**src/rtl/rxfs_pkg.sv**
```systemverilog
package rxfs_pkg;

    localparam int PERIOD_W = 8;
    localparam int DELAY_W  = 8;
    localparam int SRC_W    = 2;

    typedef enum logic [SRC_W-1:0] {
        SRC_NONE   = 2'd0,
        SRC_EVENT  = 2'd1,
        SRC_TXSYNC = 2'd2,
        SRC_CMP0   = 2'd3
    } start_src_e;

    typedef enum logic [1:0] {
        ST_IDLE  = 2'd0,
        ST_DELAY = 2'd1,
        ST_RUN   = 2'd2
    } seq_state_e;

    typedef struct packed {
        logic [PERIOD_W-1:0] period;
        logic [DELAY_W-1:0]  delay;
        logic                hold_to_cmp1;
        start_src_e          src;
    } rx_cfg_t;

    typedef struct packed {
        logic tick;
        logic start;
        logic txsync;
        logic cmp0;
        logic cmp1;
        logic word_done;
    } rx_evt_t;

    // True when the selected trigger source fires in this event bundle.
    function automatic logic src_fire(input start_src_e s, input rx_evt_t e);
        logic hit;
        case (s)
            SRC_EVENT:  hit = e.start;
            SRC_TXSYNC: hit = e.txsync;
            SRC_CMP0:   hit = e.cmp0;
            default:    hit = 1'b0;
        endcase
        return hit;
    endfunction

    // Stop condition for the running state under the chosen stop mode.
    function automatic logic stop_hit(input logic hold, input rx_evt_t e);
        return hold ? e.cmp1 : e.word_done;
    endfunction

endpackage

```
**src/rtl/rxfs_cfg_regs.sv**
```systemverilog
module rxfs_cfg_regs
    import rxfs_pkg::*;
(
    input  logic    clk,
    input  logic    rst,
    input  logic    wr,
    input  rx_cfg_t cfg_in,
    output rx_cfg_t cfg_q
);

    always_ff @(posedge clk) begin
        if (rst) begin
            cfg_q <= '0;
        end else if (wr) begin
            cfg_q <= cfg_in;
        end
    end

endmodule

```
**src/rtl/rxfs_fsync_gen.sv**
```systemverilog
module rxfs_fsync_gen #(
    parameter int PW = 8
) (
    input  logic          clk,
    input  logic          rst,
    input  logic          tick,
    input  logic          restart,
    input  logic [PW-1:0] period,
    output logic          pulse
);

    localparam int CW = PW + 1;

    logic [CW-1:0] cnt;
    logic [CW-1:0] last;

    // Last count of a 2*(P+1) tick cycle is 2P+1.
    assign last = {period, 1'b1};

    always_ff @(posedge clk) begin
        if (rst || restart) begin
            cnt   <= '0;
            pulse <= 1'b0;
        end else if (tick) begin
            if (period == '0) begin
                cnt   <= '0;
                pulse <= 1'b0;
            end else if (cnt == last) begin
                cnt   <= '0;
                pulse <= 1'b1;
            end else begin
                cnt   <= cnt + CW'(1);
                pulse <= 1'b0;
            end
        end
    end

endmodule

```
**src/rtl/rxfs_start_ctl.sv**
```systemverilog
module rxfs_start_ctl
    import rxfs_pkg::*;
#(
    parameter int DW = 8
) (
    input  logic          clk,
    input  logic          rst,
    input  rx_evt_t       evt,
    input  start_src_e    src,
    input  logic [DW-1:0] delay,
    input  logic          hold_to_cmp1,
    output logic          active
);

    seq_state_e    state, state_nx;
    logic [DW-1:0] cnt, cnt_nx;
    logic          fire;
    logic          stop;

    assign fire = src_fire(src, evt);
    assign stop = stop_hit(hold_to_cmp1, evt);

    always_comb begin
        state_nx = state;
        cnt_nx   = cnt;
        if (evt.tick) begin
            case (state)
                ST_IDLE: begin
                    if (fire) begin
                        if (delay == '0) begin
                            state_nx = ST_RUN;
                        end else begin
                            state_nx = ST_DELAY;
                            cnt_nx   = delay;
                        end
                    end
                end
                ST_DELAY: begin
                    if (cnt == DW'(1)) begin
                        state_nx = ST_RUN;
                        cnt_nx   = '0;
                    end else begin
                        cnt_nx = cnt - DW'(1);
                    end
                end
                ST_RUN: begin
                    if (stop) begin
                        state_nx = ST_IDLE;
                    end
                end
                default: state_nx = ST_IDLE;
            endcase
        end
    end

    always_ff @(posedge clk) begin
        if (rst) begin
            state <= ST_IDLE;
            cnt   <= '0;
        end else begin
            state <= state_nx;
            cnt   <= cnt_nx;
        end
    end

    assign active = (state == ST_RUN);

endmodule

```
**src/rtl/rxfs_ctrl.sv**
```systemverilog
module rxfs_ctrl
    import rxfs_pkg::*;
(
    input  logic                clk,
    input  logic                rst,
    input  logic                rx_tick,
    input  logic                start_evt,
    input  logic                txsync_evt,
    input  logic                cmp0_hit,
    input  logic                cmp1_hit,
    input  logic                word_done,
    input  logic                cfg_wr,
    input  logic [PERIOD_W-1:0] cfg_period,
    input  logic [DELAY_W-1:0]  cfg_delay,
    input  logic                cfg_hold_cmp1,
    input  logic [SRC_W-1:0]    cfg_src,
    output logic                fsync_out,
    output logic                rx_active,
    output logic                capture_en
);

    rx_cfg_t cfg_in;
    rx_cfg_t cfg_q;
    rx_evt_t evt;

    assign cfg_in.period       = cfg_period;
    assign cfg_in.delay        = cfg_delay;
    assign cfg_in.hold_to_cmp1 = cfg_hold_cmp1;
    assign cfg_in.src          = start_src_e'(cfg_src);

    assign evt.tick      = rx_tick;
    assign evt.start     = start_evt;
    assign evt.txsync    = txsync_evt;
    assign evt.cmp0      = cmp0_hit;
    assign evt.cmp1      = cmp1_hit;
    assign evt.word_done = word_done;

    rxfs_cfg_regs u_cfg (
        .clk    (clk),
        .rst    (rst),
        .wr     (cfg_wr),
        .cfg_in (cfg_in),
        .cfg_q  (cfg_q)
    );

    rxfs_fsync_gen #(.PW(PERIOD_W)) u_fsync (
        .clk     (clk),
        .rst     (rst),
        .tick    (rx_tick),
        .restart (cfg_wr),
        .period  (cfg_q.period),
        .pulse   (fsync_out)
    );

    rxfs_start_ctl #(.DW(DELAY_W)) u_seq (
        .clk          (clk),
        .rst          (rst),
        .evt          (evt),
        .src          (cfg_q.src),
        .delay        (cfg_q.delay),
        .hold_to_cmp1 (cfg_q.hold_to_cmp1),
        .active       (rx_active)
    );

    assign capture_en = rx_active & rx_tick;

endmodule

```
**config.mk**
```make
export PLATFORM = sky130hd
export DESIGN_NAME = rxfs_ctrl
export DESIGN_NICKNAME = d
export VERILOG_FILES = /design/src/rtl/rxfs_pkg.sv /design/src/rtl/rxfs_cfg_regs.sv /design/src/rtl/rxfs_fsync_gen.sv /design/src/rtl/rxfs_start_ctl.sv /design/src/rtl/rxfs_ctrl.sv
export SDC_FILE = /design/constraint.sdc
export NUM_CORES = 1
export LEC_CHECK = 0
export BUFFER_PORTS_ARGS = -buffer_cell sky130_fd_sc_hd__buf_4
export CAP_MARGIN = 5
export CORE_MARGIN = 3
export CORE_UTILIZATION = 50
export CTS_CLUSTER_DIAMETER = 200
export CTS_CLUSTER_SIZE = 8
export DETAILED_ROUTE_END_ITERATION = 8
export MAX_ROUTING_LAYER = met4
export PLACE_DENSITY = 0.84
export REMOVE_ABC_BUFFERS = 1
export SETUP_SLACK_MARGIN = 0.05
export SLEW_MARGIN = 25
export SYNTH_ARGS = -nofsm -noshare
export SYNTH_HDL_FRONTEND = slang
export SYNTH_SLANG_ARGS = --single-unit
```
**constraint.sdc**
```tcl
create_clock -name clk -period 1.6 [get_ports clk]
set_input_delay 0.16 -clock clk [delete_from_list [all_inputs] [get_ports clk]]
set_output_delay 0.16 -clock clk [all_outputs]
set_load 0.02 [all_outputs]
```
* Word level (Yosys, flattened, before mapping) *
Index checks and enable logic that the tools add are counted.

word-level totals
  register bits = 39
  bits in latches = 0
  memory bits (writable) = 0
  bits in read-only memories = 0
  bits of input ports = 28
  output and inout port bits = 3
  logic and storage cells = 44
  memories = 0

operators by class
  $add $sub $neg = 2
  multipliers = 0
  divide/modulo/power cells = 0
  magnitude comparators = 0
  equal/unequal tests = 11
  shift operators = 0
  mux-type cells = 15
  bitwise logic cells = 1
  reduce and logical (&&, ||, !) cells = 7

operators with widths
  operator               number
  $mux W8                3
  $mux W9                2
  $logic_not A8 Y1       2
  $pmux W8 S2            1
  $add A9 B1 Y9 const B  1
  $eq A9 B9 Y1           1
  $eq A8 B1 Y1 const B   1
  $mux W2                4
  $reduce_and A4 Y1      2
  $sub A8 B1 Y8 const B  1
  $eq A2 B2 Y1 const B   3
  $ne A2 B1 Y1 const B   3
  $pmux W2 S3            1
  $eq A2 B1 Y1 const B   2
  $mux W1                3
  $pmux W1 S3            1
  $logic_not A2 Y1       1
  $ne A2 B2 Y1 const B   1
  $reduce_bool A2 Y1     1
  $and A1 B1 Y1          1
  $logic_or A1 B1 Y1     1

* Depth between registers and ports, before layout *
Gate-level depths: netlist of run 1.

  depth after elaboration = 4
  mapped depth = 7
  gate-level depth less buffers = 7

* Hierarchy *
From an unflattened synthesis of run 1, not the netlist that was laid out.

second synthesis, totals
  cells, all modules = 232
  area, all modules = 2087.0 sq um

by module, submodules not included
  module          times used  cells an instance  area an instance (sq um)  sequential area each (sq um)
  rxfs_start_ctl  1           94                 752.0                     200.2
  rxfs_cfg_regs   1           61                 683.2                     380.4
  rxfs_fsync_gen  1           76                 645.6                     200.2
  rxfs_ctrl       1           1                  6.3                       0.0

* Worst setup path after synthesis of run 1 *
OpenSTA, ideal clock, no wires.

  path kind = flip-flop to flip-flop
  from = register u_seq.cnt[2]
  to = register u_seq.cnt[6]
  library setup time = 65 ps
  arrival time = 1640 ps
  data required time = 1535 ps
  setup slack = -105 ps
  stages on the path, launching flop included = 6
  path buffers = 0
  clock period less this slack = 1705 ps
  path through = dfxtp_1 or4_4 or4_1 a31oi_1 mux2i_1 nor2_1

between the ends
  word-level cells in the longest chain between the ends = 3
  elaborated cells on any way between the ends = 4
  those cells by class = add/sub: 1; eq/ne: 1; mux: 2

RTL lines
  what                                           line                                        RTL
  from (decl)                                    rxfs_start_ctl.sv:16                        logic [DW-1:0] cnt, cnt_nx;
  from (signal assigned)                         rxfs_start_ctl.sv:62                        cnt <= cnt_nx;
  $sub A8 B1 Y8 or $eq A8 B1 Y1 (tied branches)  rxfs_start_ctl.sv:43, rxfs_start_ctl.sv:39
  $mux W8 *                                      rxfs_start_ctl.sv:39                        if (cnt == DW'(1)) begin
  $pmux W8 S2 *                                  rxfs_start_ctl.sv:27                        case (state)

Mark *: on every way between the ends. The rest lies on a longest branch, timed or not.
A chain may end at the register's enable or synchronous reset.

* Final worst setup path of run 1 *
  from = register u_seq.cnt[3]
  to = register u_seq.cnt[6]

Same word-level chain as after synthesis.

==> summary.md, run 1 <==
| Metric | Value |
|---|---|
| Fin crit share | `110%` |
| Placed Area | `between 2000 and 2500 um2` |
| Via Count | `1846` |
| Setup repair after global routing missed its margin | `true` |
| Pwr dens | `around 830 nW/um2` |
| Final Util | `just over 70%` |
| Setup ws final | `-167 ps` |
| Failing checks | `setup timing` |
| Worst slew pin tran | `320 ps` |
| Setup crit start kind | `flop` |
| Initial antenna violation count | `0` |
| CTS tree | `built` |
| Area leader, netlist | `dfxtp_1` |
| Routed Antenna Nets | `0` |
| Vias in the first global route | `between 1500 and 2000` |
| Total grt overflow | `0` |
| Total wire length | `4970 um` |
| Synthesized area | `roughly 1900 um2` |
| TritonRoute pass-1 iters | `4` |
| Clk slew on worst S/H paths | `roughly 80 ps` |
| Top post-synthesis cells by area | `dfxtp_1, mux2i_1, nor2_1` |
| Global-route wire length before repair | `approximately 7400 um` |
| Final hold vios | `0` |
| Most numerous cell in the Yosys netlist | `dfxtp_1` |
| Non-filler cells, final | `approximately 330` |
| Setup CP Type | `reg -> reg` |
| Total Power | `roughly 2.2 mW` |
| Synthesis-to-layout area growth | `36.1%` |
| Syn. warnings | `0` |
| Worst path required time | `about 1800 ps` |
| Most frequent cells after synthesis | `dfxtp_1, nor2_1, mux2i_1` |
| Reg-to-reg endpoint | `u_seq.cnt[6]` |
| Iter 0 DRT Violations | `109` |
| CP arrival | `2010 ps` |
| Synth top area share | `between 40% and 50%` |
| Worst Hold End | `u_cfg.cfg_q[5]` |
| Critical Path End Type | `flop` |
| Status | `finished with violations` |
| Crit path max fanout | `3` |
| Hold_buf cts | `0` |
| Clock sink total | `39` |
| # rows | `22` |
| Core Footprint | `approximately 3700 um2` |
| Io pins | `31` |
| Hold WS | `slightly above 100 ps` |
| Reg2reg path depth | `5` |
| Die height | `slightly below 70 um` |
| Cell count after placement | `between 300 and 400` |
| Slew headroom | `78.5%` |
| Hold path depth | `3` |
| Netlist cell types | `38` |
| Root Driver | `clkbuf_8` |
| Routed len/inst | `15.1 um` |
| FF+latch count, synth | `39` |
| Drt drc | `0` |
| Post-Syn Instances | `~220` |
| Largest net degree at the start of global routing | `20` |
| Die ar. | `4660 um2` |
| Mean Syn Cell Area | `a little under 9 um2` |
| H-tree depth | `2` |
| HPWL Detailed | `3290 um` |
| Async set-reset flop share out of synthesis | `0%` |
| Worst-Skew Late Latency | `around 300 ps` |
| Initial Util | `around 53%` |
| Fin crit period | `roughly 1800 ps` |
| Total track usage | `between 20% and 30%` |
| Num CTS Buffers | `5` |
| Design area | `2640 um2` |
| Pleak | `1.20 nW` |
| N_diodes | `0` |
| R2R setup slack | `-170 ps` |
| Setup Viol. Count Final | `6` |
| Peak VDD IR | `~520 uV` |
| Port bufs | `30` |
| Post-synthesis sequential area ratio | `about two fifths` |
| Vias per inst | `about 5.6` |
| Placer Congestion | `0.845` |
| Maxcap violations | `0` |
| Fin nets | `between 300 and 400` |
| Layout Skew | `~6.5 ps` |
| Clock Tree Buf Depth | `2` |
| Worst Hold Class | `in -> reg` |
| Ratio of cells with drive above 1 in the final layout | `between 30% and 40%` |
| Post-synth EDFFs | `0` |
| Die X | `around 70 um` |
| Prevailing post-synth register cell | `dfxtp_1` |
| Fmax | `between 500 and 600 MHz` |
| FF-to-FF Start | `u_seq.cnt[3]` |
| Worst hold start | `cfg_delay[2]` |
| Slew Limit Fails | `0` |
layout make-up:
class                   count  area, um2
clock buffers               8        100
fillers                   263       1050
inverters                   6       22.5
multi-input cells         169       1220
flip-flops and latches     39        786
well taps                  48       60.1
repair buffers             59        450
worst max-delay path by stage:
stage,startpoint,to,cells past startpoint
global placement,u_seq.cnt[1],u_seq.cnt[0],7
CTS,u_seq.cnt[2],u_seq.cnt[7],5
detailed placement,u_seq.cnt[1],u_seq.cnt[0],7
floorplan,u_seq.cnt[2],u_seq.cnt[6],5
finish,u_seq.cnt[3],u_seq.cnt[6],5
global route,u_seq.cnt[3],u_seq.cnt[6],5
report_power, final:
group | switching (mW) | internal (mW)
clock network | 0.346 | 0.394
registers | 0.0384 | 1.01
logic | 0.184 | 0.215
total | 0.569 | 1.62
sequential cells by signal, indices dropped and copies added, names as in the netlist:
name and cells:
u_fsync.cnt 9, u_seq.state 2, u_fsync.pulse 1, u_cfg.cfg_q 19
u_seq.cnt 8
cell families after synthesis:
kind of cell | count (synthesis) | share of synthesized area [%]
and+or+nand+nor | 95 | 24.5
adders and majority gates | 3 | 1.94
buffers and inverters | 15 | 3.10
DFF | 39 | 40.3
muxes | 28 | 14.6
AOI/OAI and AO/OA | 29 | 9.36
xor gates and xnor gates | 14 | 6.32
metrics by stage:
stage	TNS (ps)	worst slack, ps
after detailed placement	-794	-193
after global routing	-941	-237
after floorplan	-745	-131
after global placement	-419	-114
final	-428	-167
after CTS	-486	-123
layout by cell type, fill, tap and decap left out, types with 2 or more instances in the layout:
cell type and n:
nand3_1 5, a21oi_1 6, nor4_2 2, o21ai_1 3, nor3_1 6, nor2_1 36, dfxtp_2 4, inv_1 5
and3_1 6, or4_4 2, o21ai_0 4, and4_1 2, xnor2_1 6, ha_2 2, o21ai_2 3, xor2_1 8
buf_6 2, nor4_1 6, mux2_2 2, nand2_1 14, dfxtp_1 35, buf_4 57, and2_1 2, a211o_1 3
clkbuf_8 7, nor2b_1 2, o211ai_1 2, mux2i_1 26
timing repair:
item / in CTS / in global routing
setup buffers: 0 / 3
endpoints found under the setup margin: 8 / 14
gates resized for setup: 2 / 35
hold endpoints to repair: 0 / 0
pin swaps: 1 / 8
routing by layer:
metal | vias to the layer above | share of wire [%] | track usage [%]
li1 | 898 | - | -
met1 | 893 | 42 | 26.1
met2 | 46 | 51 | 36.8
met3 | 9 | 4.8 | 5.09
met4 | 0 | 2.2 | 7.44
met5 | - | 0 | -
worst max-delay path: stages (launching register included):
cell and delay [ps]:
dfxtp_1 310, or4_4 550, or4_4 510, a31oi_4 170, mux2i_1 90, nor2_1 80
Power figures use the tool's default switching activity.
==> run 2: changes to the inputs <==
BUFFER_PORTS_ARGS = -buffer_cell sky130_fd_sc_hd__buf_2   (was -buffer_cell sky130_fd_sc_hd__buf_4)
HOLD_SLACK_MARGIN = 0.08   (was unset)
==> summary.md, run 2 (same netlist as run 1, synthesis figures left out) <==
| Metric | Value |
|---|---|
| Status | `finished with violations` |
| Failing checks | `setup timing` |
| Largest regs | `u_cfg.cfg_q (19), u_fsync.cnt (9), u_seq.cnt (8)` |
| Clock sink total | `39` |
| Fmax | `576 MHz` |
| Non-filler cells, final | `327` |
| Setup crit start kind | `flop` |
| Multi-input logic area | `1170 um2` |
| Die X | `68.3 um` |
| CTS tree | `built` |
| Largest net degree at the start of global routing | `22` |
| Flip-flop and latch area | `~800 um2` |
| Slew Limit Fails | `0` |
| Worst slew pin tran | `~400 ps` |
| N_diodes | `0` |
| Setup Viol. Count Final | `5` |
| Worst-Skew Late Latency | `300 ps` |
| Initial antenna violation count | `0` |
| Setup_tns | `-272 ps` |
| Pwr dens | `825 nW/um2` |
| Critical Path End Type | `flop` |
| Worst Hold Class | `in -> reg` |
| FILL cells | `288` |
| Placed Area | `~2300 um2` |
| Seq pwr share | `51.0%` |
| Most common cell after layout, fill and taps aside | `nor2_1` |
| Port bufs | `30` |
| Vias in the first global route | `about 1700` |
| Die ar. | `between 4000 and 5000 um2` |
| Slew headroom | `between 70% and 80%` |
| Fin crit period | `1740 ps` |
| Via Count | `1776` |
| Total grt overflow | `0` |
| Most frequent cells in the layout | `nor2_1, dfxtp_1, buf_2, mux2i_1, buf_4` |
| Total wire length | `4610 um` |
| Fin crit share | `108%` |
| Core Footprint | `3690 um2` |
| Setup CP Type | `reg -> reg` |
| Design area | `about 2500 um2` |
| Clk slew on worst S/H paths | `roughly 80 ps` |
| Layout Skew | `8.60 ps` |
| Int Pwr | `approximately 1.5 mW` |
| Routed len/inst | `about 14 um` |
| # rows | `22` |
| Fin nets | `roughly 300` |
| H-tree depth | `2` |
| Number of flip-flops in the largest register | `19` |
| Total Power | `roughly 2.0 mW` |
| Clock Tree Buf Depth | `2` |
| Ratio of cells with drive above 1 in the final layout | `a little under a third` |
| Largest register by flop count | `u_cfg.cfg_q` |
| Placer Congestion | `~0.84` |
| Crit path max fanout | `3` |
| Sw Ratio | `~27%` |
| Num CTS Buffers | `5` |
| Total track usage | `around 23%` |
| Io pins | `31` |
| Maxcap violations | `0` |
| Pleak | `1.14 nW` |
| Hold WS | `89.5 ps` |
| Clock Power Share | `between 30% and 40%` |
| Die height | `about 68 um` |
| Initial Util | `a little over half` |
| Global-route wire length before repair | `7500 um` |
| Worst path required time | `1830 ps` |
| Net Sw Power | `about 0.55 mW` |
| Synthesis-to-layout area growth | `27.9%` |
| TritonRoute pass-1 iters | `5` |
| Root Driver | `clkbuf_8` |
| Peak VDD IR | `between 500 and 600 uV` |
| Vias per inst | `around 5.4` |
| Cell count after placement | `approximately 320` |
| Routed Antenna Nets | `0` |
| Final Util | `~67%` |
| Iter 0 DRT Violations | `between 80 and 90` |
| Drt drc | `0` |
| Combinational power share | `approximately 17%` |
| Final hold vios | `0` |
| HPWL Detailed | `3270 um` |
| Dpl ws | `-157 ps` |
| CP arrival | `roughly 2000 ps` |
| Setup repair after global routing missed its margin | `true` |
| Setup ws final | `-136 ps` |
## run 2: area by class of cell
| type | count | area share [%] |
|---|---|---|
| inverter | 6 | 0.908 |
| sequential | 39 | 31.7 |
| clock buffer | 6 | 2.92 |
| multi-input combinational | 169 | 47.2 |
| timing repair buffer | 57 | 14.4 |
| tap | 48 | 2.42 |
| clock inverter | 2 | 0.504 |
## run 2: repair_timing
| item | in CTS | in global routing |
|---|---|---|
| resized for setup | 9 | 16 |
| hold buffers | 0 | 0 |
| setup buffers | 1 | 1 |
| pin swaps | 5 | 3 |
| setup endpoints to repair | 8 | 14 |
| hold endpoints to repair | 0 | 0 |
## run 2: path summary, 6_finish.rpt
check,to,slack [ps],depth (start not counted),start
hold / removal,u_cfg.cfg_q[9],90,3,cfg_delay[6]
setup / recovery,u_seq.cnt[6],-140,5,u_seq.cnt[5]
setup reg to reg,u_seq.cnt[6],-140,5,u_seq.cnt[5]
hold reg to reg,u_fsync.pulse,480,1,u_fsync.pulse
## run 2: power groups by stage
stage | logic, mW | registers (mW) | clock network [mW]
finish | 0.346 | 1.04 | 0.657
global route | 0.388 | 1.05 | 0.698
CTS | 0.328 | 1.04 | 0.662
detailed placement | 0.312 | 1.06 | 0
global placement | 0.303 | 1.06 | 0
floorplan | 0.170 | 1.06 | 0
## run 2: per-layer routing
layer | up-vias | global-route usage [%] | part of all wire [%]
met2 | 43 | 37.1 | 47
li1 | 899 | - | -
met5 | - | - | 0
met4 | 0 | 9.68 | 2.7
met1 | 822 | 25.6 | 45
met3 | 12 | 6.90 | 5.0
## run 2: worst max-delay path, cell delays in order (launching register included)
cell     delay, ps
dfxtp_1        330
or4_4          550
or4_1          480
a31oi_1        150
mux2i_1         90
nor2_1          80
